==> config.mk <==
export PLATFORM = sky130hd
export DESIGN_NAME = twm_step_master
export DESIGN_NICKNAME = d
export VERILOG_FILES = /design/src/rtl/twm_pkg.sv /design/src/rtl/twm_datapath.sv /design/src/rtl/twm_control.sv /design/src/rtl/twm_step_master.sv
export SDC_FILE = /design/constraint.sdc
export NUM_CORES = 1
export LEC_CHECK = 0
export BUFFER_PORTS_ARGS = -buffer_cell sky130_fd_sc_hd__buf_2
export CAP_MARGIN = 20
export CORE_ASPECT_RATIO = 1.5
export CORE_MARGIN = 8
export CORE_UTILIZATION = 48
export CTS_CLUSTER_SIZE = 10
export DETAILED_ROUTE_END_ITERATION = 6
export PLACE_DENSITY_LB_ADDON = 0.1
export SLEW_MARGIN = 10
export SYNTH_ARGS = -nofsm -noshare
export SYNTH_HDL_FRONTEND = slang
export SYNTH_SLANG_ARGS = --single-unit
==> constraint.sdc <==
create_clock -name clk -period 2.25 [get_ports clk]
set_clock_uncertainty 0.15 [all_clocks]
set_input_delay 0.1125 -clock clk [delete_from_list [all_inputs] [get_ports clk]]
set_output_delay 0.1125 -clock clk [all_outputs]
set_load 0.05 [all_outputs]
==> src/rtl/twm_pkg.sv <==
package twm_pkg;
  localparam int BYTE_BITS = 8;

  typedef enum logic [1:0] {
    OP_START = 2'd0,
    OP_WRITE = 2'd1,
    OP_READ  = 2'd2,
    OP_STOP  = 2'd3
  } cmdOp_e;

  typedef enum logic [1:0] {
    SDA_REL = 2'd0,
    SDA_LOW = 2'd1,
    SDA_BIT = 2'd2
  } sdaSrc_e;

  typedef struct packed {
    logic    run;
    logic    load;
    logic    shift;
    logic    sclSet;
    logic    sclVal;
    logic    sdaSet;
    sdaSrc_e sdaSrc;
  } dpStrobe_t;

  localparam logic [7:0] ST_START   = 8'h08;
  localparam logic [7:0] ST_RSTART  = 8'h10;
  localparam logic [7:0] ST_AW_ACK  = 8'h18;
  localparam logic [7:0] ST_AW_NACK = 8'h20;
  localparam logic [7:0] ST_TX_ACK  = 8'h28;
  localparam logic [7:0] ST_TX_NACK = 8'h30;
  localparam logic [7:0] ST_AR_ACK  = 8'h40;
  localparam logic [7:0] ST_AR_NACK = 8'h48;
  localparam logic [7:0] ST_RX_ACK  = 8'h50;
  localparam logic [7:0] ST_RX_NACK = 8'h58;
  localparam logic [7:0] ST_IDLE    = 8'hF8;
endpackage

==> src/rtl/twm_datapath.sv <==
module twm_datapath
  import twm_pkg::*;
#(
  parameter int DIV_W = 8
) (
  input  logic             clk,
  input  logic             rstN,
  input  dpStrobe_t        strb,
  input  logic [DIV_W-1:0] divisor,
  input  logic [1:0]       prescSel,
  input  logic [7:0]       loadData,
  input  logic             sdaIn,
  output logic             tick,
  output logic [7:0]       rxData,
  output logic             sclLine,
  output logic             sdaLine
);
  // largest scale is 2^6, plus headroom for the constant part
  localparam int CNT_W = DIV_W + 7;

  logic [CNT_W-1:0] halfLim;
  logic [CNT_W-1:0] cnt;
  logic [7:0]       shr;
  logic             bitVal;

  always_comb begin
    halfLim = CNT_W'(7) + (CNT_W'(divisor) << {prescSel, 1'b0});
  end

  assign tick = strb.run && (cnt == '0);

  always_ff @(posedge clk) begin
    if (!rstN) begin
      cnt <= '0;
    end else if (!strb.run || cnt == '0) begin
      cnt <= halfLim;
    end else begin
      cnt <= cnt - 1'b1;
    end
  end

  always_ff @(posedge clk) begin
    if (!rstN) begin
      shr <= '0;
    end else if (strb.load) begin
      shr <= loadData;
    end else if (strb.shift) begin
      shr <= {shr[6:0], sdaIn};
    end
  end

  // bit to place on SDA, taken from the value the shifter holds after this edge
  always_comb begin
    if (strb.load)       bitVal = loadData[7];
    else if (strb.shift) bitVal = shr[6];
    else                 bitVal = shr[7];
  end

  always_ff @(posedge clk) begin
    if (!rstN) begin
      sclLine <= 1'b1;
      sdaLine <= 1'b1;
    end else begin
      if (strb.sclSet) sclLine <= strb.sclVal;
      if (strb.sdaSet) begin
        case (strb.sdaSrc)
          SDA_LOW: sdaLine <= 1'b0;
          SDA_BIT: sdaLine <= bitVal;
          default: sdaLine <= 1'b1;
        endcase
      end
    end
  end

  assign rxData = shr;
endmodule

==> src/rtl/twm_control.sv <==
module twm_control
  import twm_pkg::*;
(
  input  logic       clk,
  input  logic       rstN,
  input  logic       cmdValid,
  input  logic [1:0] cmdOp,
  input  logic       addrDir,
  input  logic       ackSel,
  input  logic       tick,
  input  logic       sdaIn,
  output dpStrobe_t  strb,
  output logic       irqFlag,
  output logic [7:0] statusCode
);
  localparam int CNT_W = $clog2(BYTE_BITS + 1);

  typedef enum logic [3:0] {
    S_IDLE, S_START, S_RS1, S_RS2, S_BLO, S_BHI,
    S_STOP1, S_STOP2, S_STOP3, S_HOLD
  } state_e;

  state_e           state, nState;
  logic [CNT_W-1:0] bitCnt, nBit;
  logic             isRead, nRead;
  logic             isAddr, nAddr;
  logic             addrRd, nAddrRd;
  logic             ackReg, nAck;
  logic             repStart, nRep;
  logic             nFlag;
  logic [7:0]       nStatus;
  logic             ackNow;

  assign ackNow = !sdaIn;

  always_comb begin
    nState  = state;
    nBit    = bitCnt;
    nRead   = isRead;
    nAddr   = isAddr;
    nAddrRd = addrRd;
    nAck    = ackReg;
    nRep    = repStart;
    nFlag   = irqFlag;
    nStatus = statusCode;
    strb        = '0;
    strb.sdaSrc = SDA_REL;
    strb.run    = (state != S_IDLE) && (state != S_HOLD);
    case (state)
      S_IDLE: if (cmdValid && cmdOp == OP_START) begin
        strb.sdaSet = 1'b1;
        strb.sdaSrc = SDA_LOW;
        nRep        = 1'b0;
        nState      = S_START;
      end
      S_START: if (tick) begin
        strb.sclSet = 1'b1;
        strb.sclVal = 1'b0;
        nFlag       = 1'b1;
        nStatus     = repStart ? ST_RSTART : ST_START;
        nAddr       = 1'b1;
        nState      = S_HOLD;
      end
      S_HOLD: if (cmdValid) begin
        nFlag       = 1'b0;
        strb.sdaSet = 1'b1;
        case (cmdOp)
          OP_START: begin
            nRep   = 1'b1;
            nState = S_RS1;
          end
          OP_WRITE: begin
            strb.load   = 1'b1;
            strb.sdaSrc = SDA_BIT;
            nRead       = 1'b0;
            nBit        = '0;
            if (isAddr) nAddrRd = addrDir;
            nState      = S_BLO;
          end
          OP_READ: begin
            nRead  = 1'b1;
            nAck   = ackSel;
            nBit   = '0;
            nState = S_BLO;
          end
          default: begin
            strb.sdaSrc = SDA_LOW;
            nState      = S_STOP1;
          end
        endcase
      end
      S_RS1: if (tick) begin
        strb.sclSet = 1'b1;
        strb.sclVal = 1'b1;
        nState      = S_RS2;
      end
      S_RS2: if (tick) begin
        strb.sdaSet = 1'b1;
        strb.sdaSrc = SDA_LOW;
        nState      = S_START;
      end
      S_BLO: if (tick) begin
        strb.sclSet = 1'b1;
        strb.sclVal = 1'b1;
        nState      = S_BHI;
      end
      S_BHI: if (tick) begin
        strb.sclSet = 1'b1;
        strb.sclVal = 1'b0;
        if (bitCnt != CNT_W'(BYTE_BITS)) begin
          strb.shift  = 1'b1;
          strb.sdaSet = 1'b1;
          nBit        = bitCnt + 1'b1;
          nState      = S_BLO;
          if (bitCnt == CNT_W'(BYTE_BITS - 1))
            strb.sdaSrc = (isRead && ackReg) ? SDA_LOW : SDA_REL;
          else
            strb.sdaSrc = isRead ? SDA_REL : SDA_BIT;
        end else begin
          nFlag  = 1'b1;
          nAddr  = 1'b0;
          nState = S_HOLD;
          if (isRead)      nStatus = ackReg ? ST_RX_ACK : ST_RX_NACK;
          else if (!isAddr) nStatus = ackNow ? ST_TX_ACK : ST_TX_NACK;
          else if (addrRd)  nStatus = ackNow ? ST_AR_ACK : ST_AR_NACK;
          else              nStatus = ackNow ? ST_AW_ACK : ST_AW_NACK;
        end
      end
      S_STOP1: if (tick) begin
        strb.sclSet = 1'b1;
        strb.sclVal = 1'b1;
        nState      = S_STOP2;
      end
      S_STOP2: if (tick) begin
        strb.sdaSet = 1'b1;
        nStatus     = ST_IDLE;
        nState      = S_STOP3;
      end
      S_STOP3: if (tick) nState = S_IDLE;
      default: nState = S_IDLE;
    endcase
  end

  always_ff @(posedge clk) begin
    if (!rstN) begin
      state      <= S_IDLE;
      bitCnt     <= '0;
      isRead     <= 1'b0;
      isAddr     <= 1'b0;
      addrRd     <= 1'b0;
      ackReg     <= 1'b0;
      repStart   <= 1'b0;
      irqFlag    <= 1'b0;
      statusCode <= ST_IDLE;
    end else begin
      state      <= nState;
      bitCnt     <= nBit;
      isRead     <= nRead;
      isAddr     <= nAddr;
      addrRd     <= nAddrRd;
      ackReg     <= nAck;
      repStart   <= nRep;
      irqFlag    <= nFlag;
      statusCode <= nStatus;
    end
  end
endmodule

==> src/rtl/twm_step_master.sv <==
module twm_step_master
  import twm_pkg::*;
#(
  parameter int DIV_W = 8
) (
  input  logic             clk,
  input  logic             rstN,
  input  logic             cmdValid,
  input  logic [1:0]       cmdOp,
  input  logic [7:0]       cmdData,
  input  logic             ackSel,
  input  logic [DIV_W-1:0] divisor,
  input  logic [1:0]       prescSel,
  input  logic             sdaIn,
  output logic             sclLine,
  output logic             sdaLine,
  output logic             irqFlag,
  output logic [7:0]       statusCode,
  output logic [7:0]       rxData
);
  dpStrobe_t strb;
  logic      tick;

  twm_control u_ctl (
    .clk        (clk),
    .rstN       (rstN),
    .cmdValid   (cmdValid),
    .cmdOp      (cmdOp),
    .addrDir    (cmdData[0]),
    .ackSel     (ackSel),
    .tick       (tick),
    .sdaIn      (sdaIn),
    .strb       (strb),
    .irqFlag    (irqFlag),
    .statusCode (statusCode)
  );

  twm_datapath #(.DIV_W(DIV_W)) u_dp (
    .clk      (clk),
    .rstN     (rstN),
    .strb     (strb),
    .divisor  (divisor),
    .prescSel (prescSel),
    .loadData (cmdData),
    .sdaIn    (sdaIn),
    .tick     (tick),
    .rxData   (rxData),
    .sclLine  (sclLine),
    .sdaLine  (sdaLine)
  );
endmodule

==> run summary, run 1 <==
Die area - 8808 sq um
DRC Markers - 0
Syn Area/Cell - 8.254 sq um
CTS tree - yes
IO Port Bufs - 40
Area grow syn2layout - 20.87%
Die extent in y - 111.0 um
Area of the mapped netlist - 2889 sq um
WHS Path Cells - 3
Ant. Diodes - 0
Placed cells - 467
PnR worst setup slack - 0.1286 ns
Largest buffer count on any clock path - 2
DR pass1 iterations - 4
Final Hold Fails - 0
Total GRT Usage - 0.1891
Main area contributors after synthesis - dfxtp_1 (30%), mux2i_1 (6.2%), ha_1 (5.2%)
Util after Layout - 0.5992
Final Critical Period - 2.121 ns
Clock-pin slew on the worst setup and hold paths - 0.09 ns
Routed Antenna Nets - 0
Initial antenna violation count - 0
Num Clock Sinks - 44
Critical path type - register to register
Post-synth top flop - dfxtp_1
Root Buffer - clkbuf_8
Initial Util - 0.4957
VDD IR max - 0.0006711 V
EDFF count, synth - 0
Pwr per Cell Area - 775.7 nW/um^2
Setup bufs post-CTS - 0
Routability cong. - 0.8824
Static leakage - 1.430 nW
Final #Nets - 447
Detail Placement HPWL - 6.306 mm
Largest net degree at the start of global routing - 22
Fmax - 471.4 MHz
Synth area leader - dfxtp_1
Sequential-to-total area share from yosys stat - 0.3049
Crit-path max FO - 5
RSZ-0062 raised after global routing - no
Worst Path Required - 2.33 ns
Cts bufs inserted - 5
Total gr overflow - 0
Startpoint Class - register
Rows - 34
R2R depth - 5
Warning count from the yosys run - 0
Via count - 2825
Status - finished clean
Ys async rst share - 0
Clock latency at the later pin of the worst-skew pair - 0.30 ns
Hold/Removal Path Class - primary input to register
Synthesized instance count - 350
Final setup vio count - 0
Drt via density - 5.849
Post-Place Worst Slack - -0.02317 ns
Starting DRT DRC Count - 67
Share of cells above drive strength 1 - 0.2263
Crit. End Element - register
Netlist cell types - 62
Final period utilization - 0.9429
Vias in the first global route - 2959
Worst EP arrival - 2.20 ns
Pins Over Slew Limit - 0
Placeable Area - 5828 sq um
Synth top area share - 0.3049
Most common cell after layout, fill and taps aside - dfxtp_1
Commonest cells after routing, fill and taps aside - dfxtp_1 (42), buf_2 (40), nor2_1 (33), nand2_1 (32), buf_4 (25)
WL/cell - 17.01 um
Post-Route WL - 8.215 mm
Final non-filler cell total - 483
CTS HTree Levels - 2
Flops & latches, synth - 44
Die width - 79.35 um
Max Cap Violations - 0
First-pass GRT wire length - 13.62 mm
Boundary Pins - 44
[critical path, stage by stage (launching register included)]
cell      delay, ns
dfxtp_2        0.35
or4_4          0.55
or4_4          0.53
nor4_4         0.16
xnor2_1        0.11
a211oi_2       0.21
[metal layers]
metal	vias up	GRT usage	share of wire
li1	1390	-	-
met1	1325	0.1705	0.36
met2	88	0.3682	0.55
met3	22	0.03977	0.048
met4	0	0.09938	0.035
met5	-	0	0
[final cells by class]
type | instances | area [sq um]
timing repair buffer | 73 | 467.9
inverter | 16 | 60.06
multi-input combinational | 270 | 1883
clock buffer | 6 | 72.57
clock inverter | 2 | 35.03
sequential | 44 | 883.3
tap | 72 | 90.09
fill | 540 | 2336
[cells by family after synthesis]
family          Yosys count  synth area share
fa+ha+maj                12           0.05197
other cells               1          0.001298
simple gates            129            0.2451
buf+inv                  38           0.05760
compound gates           88            0.2118
mux                      23           0.08185
flops                    44            0.3049
xor+xnor                 15           0.04547
[cells in the mapped netlist, types with 5 or more instances]
master,instances
ha_1,12
xnor2_1,10
nor2_1,33
nand2b_1,5
xor2_1,5
mux2i_1,18
nor2b_1,7
a211oi_1,18
o31ai_1,5
inv_1,16
dfxtp_1,44
o21ai_0,14
clkbuf_1,14
nand2_1,32
nand3b_1,6
mux2_2,5
a21oi_1,17
nand3_1,10
[state kept, by name (all words and copies together), names as in the netlist, 4 cells and up]
register	count
u_ctl.statusCode	5
u_ctl.bitCnt	4
u_dp.cnt	15
u_dp.rxData	8
u_ctl.state	4
[power breakdown]
| part | leakage (nW) | switching, mW | internal [mW] |
|---|---|---|---|
| clock network | 0.0552 | 0.272 | 0.330 |
| logic | 1.02 | 0.604 | 0.484 |
| registers | 0.359 | 0.135 | 0.884 |
| total | 1.43 | 1.01 | 1.70 |
[timing repair]
action | in CTS | in global routing
hold endpoints to repair | 9 | 0
resized for setup | 3 | 6
hold buffers | 8 | 0
endpoints found under the setup margin | 5 | 8
[path summary, 6_finish.rpt]
check                      start  slack (ns)                  end
max                  u_dp.cnt[5]        0.13         u_dp.cnt[13]
min                   divisor[6]       0.008         u_dp.cnt[12]
min reg2reg  u_ctl.statusCode[4]        0.33  u_ctl.statusCode[4]
max reg2reg          u_dp.cnt[5]        0.13         u_dp.cnt[13]
[per-stage QoR]
step / TNS [ns] / area, sq um / hold slack (ns) / power [mW]
after global placement: 0 / 3268 / 0.1945 / 2.069
after global routing: 0 / 3492 / 0.02161 / 2.862
after detailed placement: -0.03850 / 3268 / 0.2078 / 2.076
after floorplan: 0 / 2897 / 0.1064 / 1.730
final: 0 / 3492 / 0.008005 / 2.709
after CTS: 0 / 3471 / 0.001442 / 2.702
Power figures use the tool's default switching activity.
==> run 2, diff against run 1 <==
--- a/config.mk
+++ b/config.mk
@@ -10,10 +10,10 @@
 export CORE_ASPECT_RATIO = 1.5
 export CORE_MARGIN = 8
 export CORE_UTILIZATION = 48
+export CTS_BUF_LIST = sky130_fd_sc_hd__clkbuf_4 sky130_fd_sc_hd__clkbuf_8
 export CTS_CLUSTER_SIZE = 10
 export DETAILED_ROUTE_END_ITERATION = 6
 export PLACE_DENSITY_LB_ADDON = 0.1
-export SLEW_MARGIN = 10
 export SYNTH_ARGS = -nofsm -noshare
 export SYNTH_HDL_FRONTEND = slang
 export SYNTH_SLANG_ARGS = --single-unit
==> run 2 against run 1 <==
Worst setup slack stayed put; non-clock buffer count stayed put; sequential share of layout area hardly changed; final cell count stayed put; clock power is 2% higher.
==> run summary, run 2 (synthesis gave the netlist of run 1 again) <==
CTS tree - yes
Cts bufs inserted - 5
Finished Cell Area - 3496 sq um
Total GRT Usage - 0.1891
Worst Path Required - 2.33 ns
RSZ-0062 raised after global routing - no
Post-Route WL - 8.217 mm
CTS HTree Levels - 2
DR pass1 iterations - 4
Critical path type - register to register
Boundary Pins - 44
Die extent in y - 111.0 um
Largest register by flop count - u_dp.cnt
Root Buffer - clkbuf_8
Critical R2R Capture - u_dp.cnt[13]
Setup bufs post-CTS - 0
Pwr per Cell Area - 778.2 nW/um^2
Die width - 79.35 um
Crit-path max FO - 5
Pins Over Slew Limit - 0
Routability cong. - 0.8824
Crit. End Element - register
Worst EP arrival - 2.20 ns
Detail Placement HPWL - 6.306 mm
Hold/Removal Path Class - primary input to register
R2R depth - 5
Die area - 8808 sq um
Launch point of the worst path - u_dp.cnt[5]
Total gr overflow - 0
Most common cell after layout, fill and taps aside - dfxtp_1
Final Hold Fails - 0
Initial antenna violation count - 0
Startpoint Class - register
Area grow syn2layout - 21.00%
IO Port Bufs - 40
Max Cap Violations - 0
Final setup vio count - 0
Drt via density - 5.849
Via count - 2825
Power after layout - 2.720 mW
Final #Nets - 447
Placeable Area - 5828 sq um
DRC Markers - 0
Initial Util - 0.4957
WL/cell - 17.01 um
Status - finished clean
Commonest cells after routing, fill and taps aside - dfxtp_1 (42), buf_2 (40), nor2_1 (33), nand2_1 (32), buf_4 (25)
Largest net degree at the start of global routing - 22
Clock-pin slew on the worst setup and hold paths - 0.09 ns
VDD IR max - 0.0006711 V
Reg2Reg Launch Point - u_dp.cnt[5]
Rows - 34
Share of cells above drive strength 1 - 0.2287
Num Clock Sinks - 44
WHS Path Cells - 3
Dpl cell area - 3268 sq um
Final Critical Period - 2.121 ns
Max FFs per register - 15
Largest buffer count on any clock path - 2
R2R setup slack - 0.13 ns
Final period utilization - 0.9429
Static leakage - 1.433 nW
Fmax - 471.4 MHz
Clock latency at the later pin of the worst-skew pair - 0.30 ns
Ant. Diodes - 0
Routed Antenna Nets - 0
Vias in the first global route - 2959
First-pass GRT wire length - 13.62 mm
Starting DRT DRC Count - 67
Worst setup path end - u_dp.cnt[13]
[run 2: area by class of cell]
type / instances / area (sq um)
fillers: 538 / 2332
multi-input cells: 270 / 1883
flip-flops and latches: 44 / 883.3
repair buffers: 73 / 467.9
well taps: 72 / 90.09
clock buffers: 6 / 76.32
inverters: 16 / 60.06
clock inverters: 2 / 35.03
[run 2: how the worst min path moves through the flow]
stage	start	end	slack [ns]
detailed placement	ackSel	u_ctl.ackReg	0.21
finish	divisor[6]	u_dp.cnt[12]	0.008
global placement	ackSel	u_ctl.ackReg	0.19
CTS	divisor[6]	u_dp.cnt[12]	0.001
floorplan	ackSel	u_ctl.ackReg	0.11
global route	divisor[6]	u_dp.cnt[12]	0.02
[run 2: what timing repair did]
item,in CTS,in global routing
hold endpoints to repair,9,0
hold buffers,8,0
endpoints found under the setup margin,5,8
resized for setup,3,6
[run 2: critical path, cell delays in order, from the launching register on]
cell and delay (ns):
dfxtp_2 0.35, or4_4 0.55, or4_4 0.53, nor4_4 0.16, xnor2_1 0.11, a211oi_2 0.21
[run 2: per-layer routing]
| layer | vias up | routed length [um] | track usage |
|---|---|---|---|
| met5 | - | 0 | 0 |
| met4 | 0 | 286 | 0.09938 |
| met3 | 22 | 395 | 0.03977 |
| met2 | 88 | 4558 | 0.3682 |
| met1 | 1325 | 2978 | 0.1705 |
| li1 | 1390 | - | - |
[run 2: metrics by stage]
| step | setup slack, ns | hold slack (ns) | cells | setup TNS (ns) | utilization |
|---|---|---|---|---|---|
| final | 0.1286 | 0.008005 | 483 | 0 | 0.5998 |
| after global routing | 0.008677 | 0.02161 | 483 | 0 | 0.5998 |
| after CTS | 0.08859 | 0.001442 | 483 | 0 | 0.5962 |
| after detailed placement | -0.02317 | 0.2078 | 467 | -0.03850 | 0.5608 |
| after global placement | 0.05111 | 0.1945 | 467 | 0 | 0.5608 |
| after floorplan | 0.1717 | 0.1064 | 352 | 0 | - |
[run 2: power by group]
part           switching, mW  internal (mW)
Clock                  0.272          0.342
Combinational          0.604          0.484
Sequential             0.135          0.884
Total                   1.01           1.71
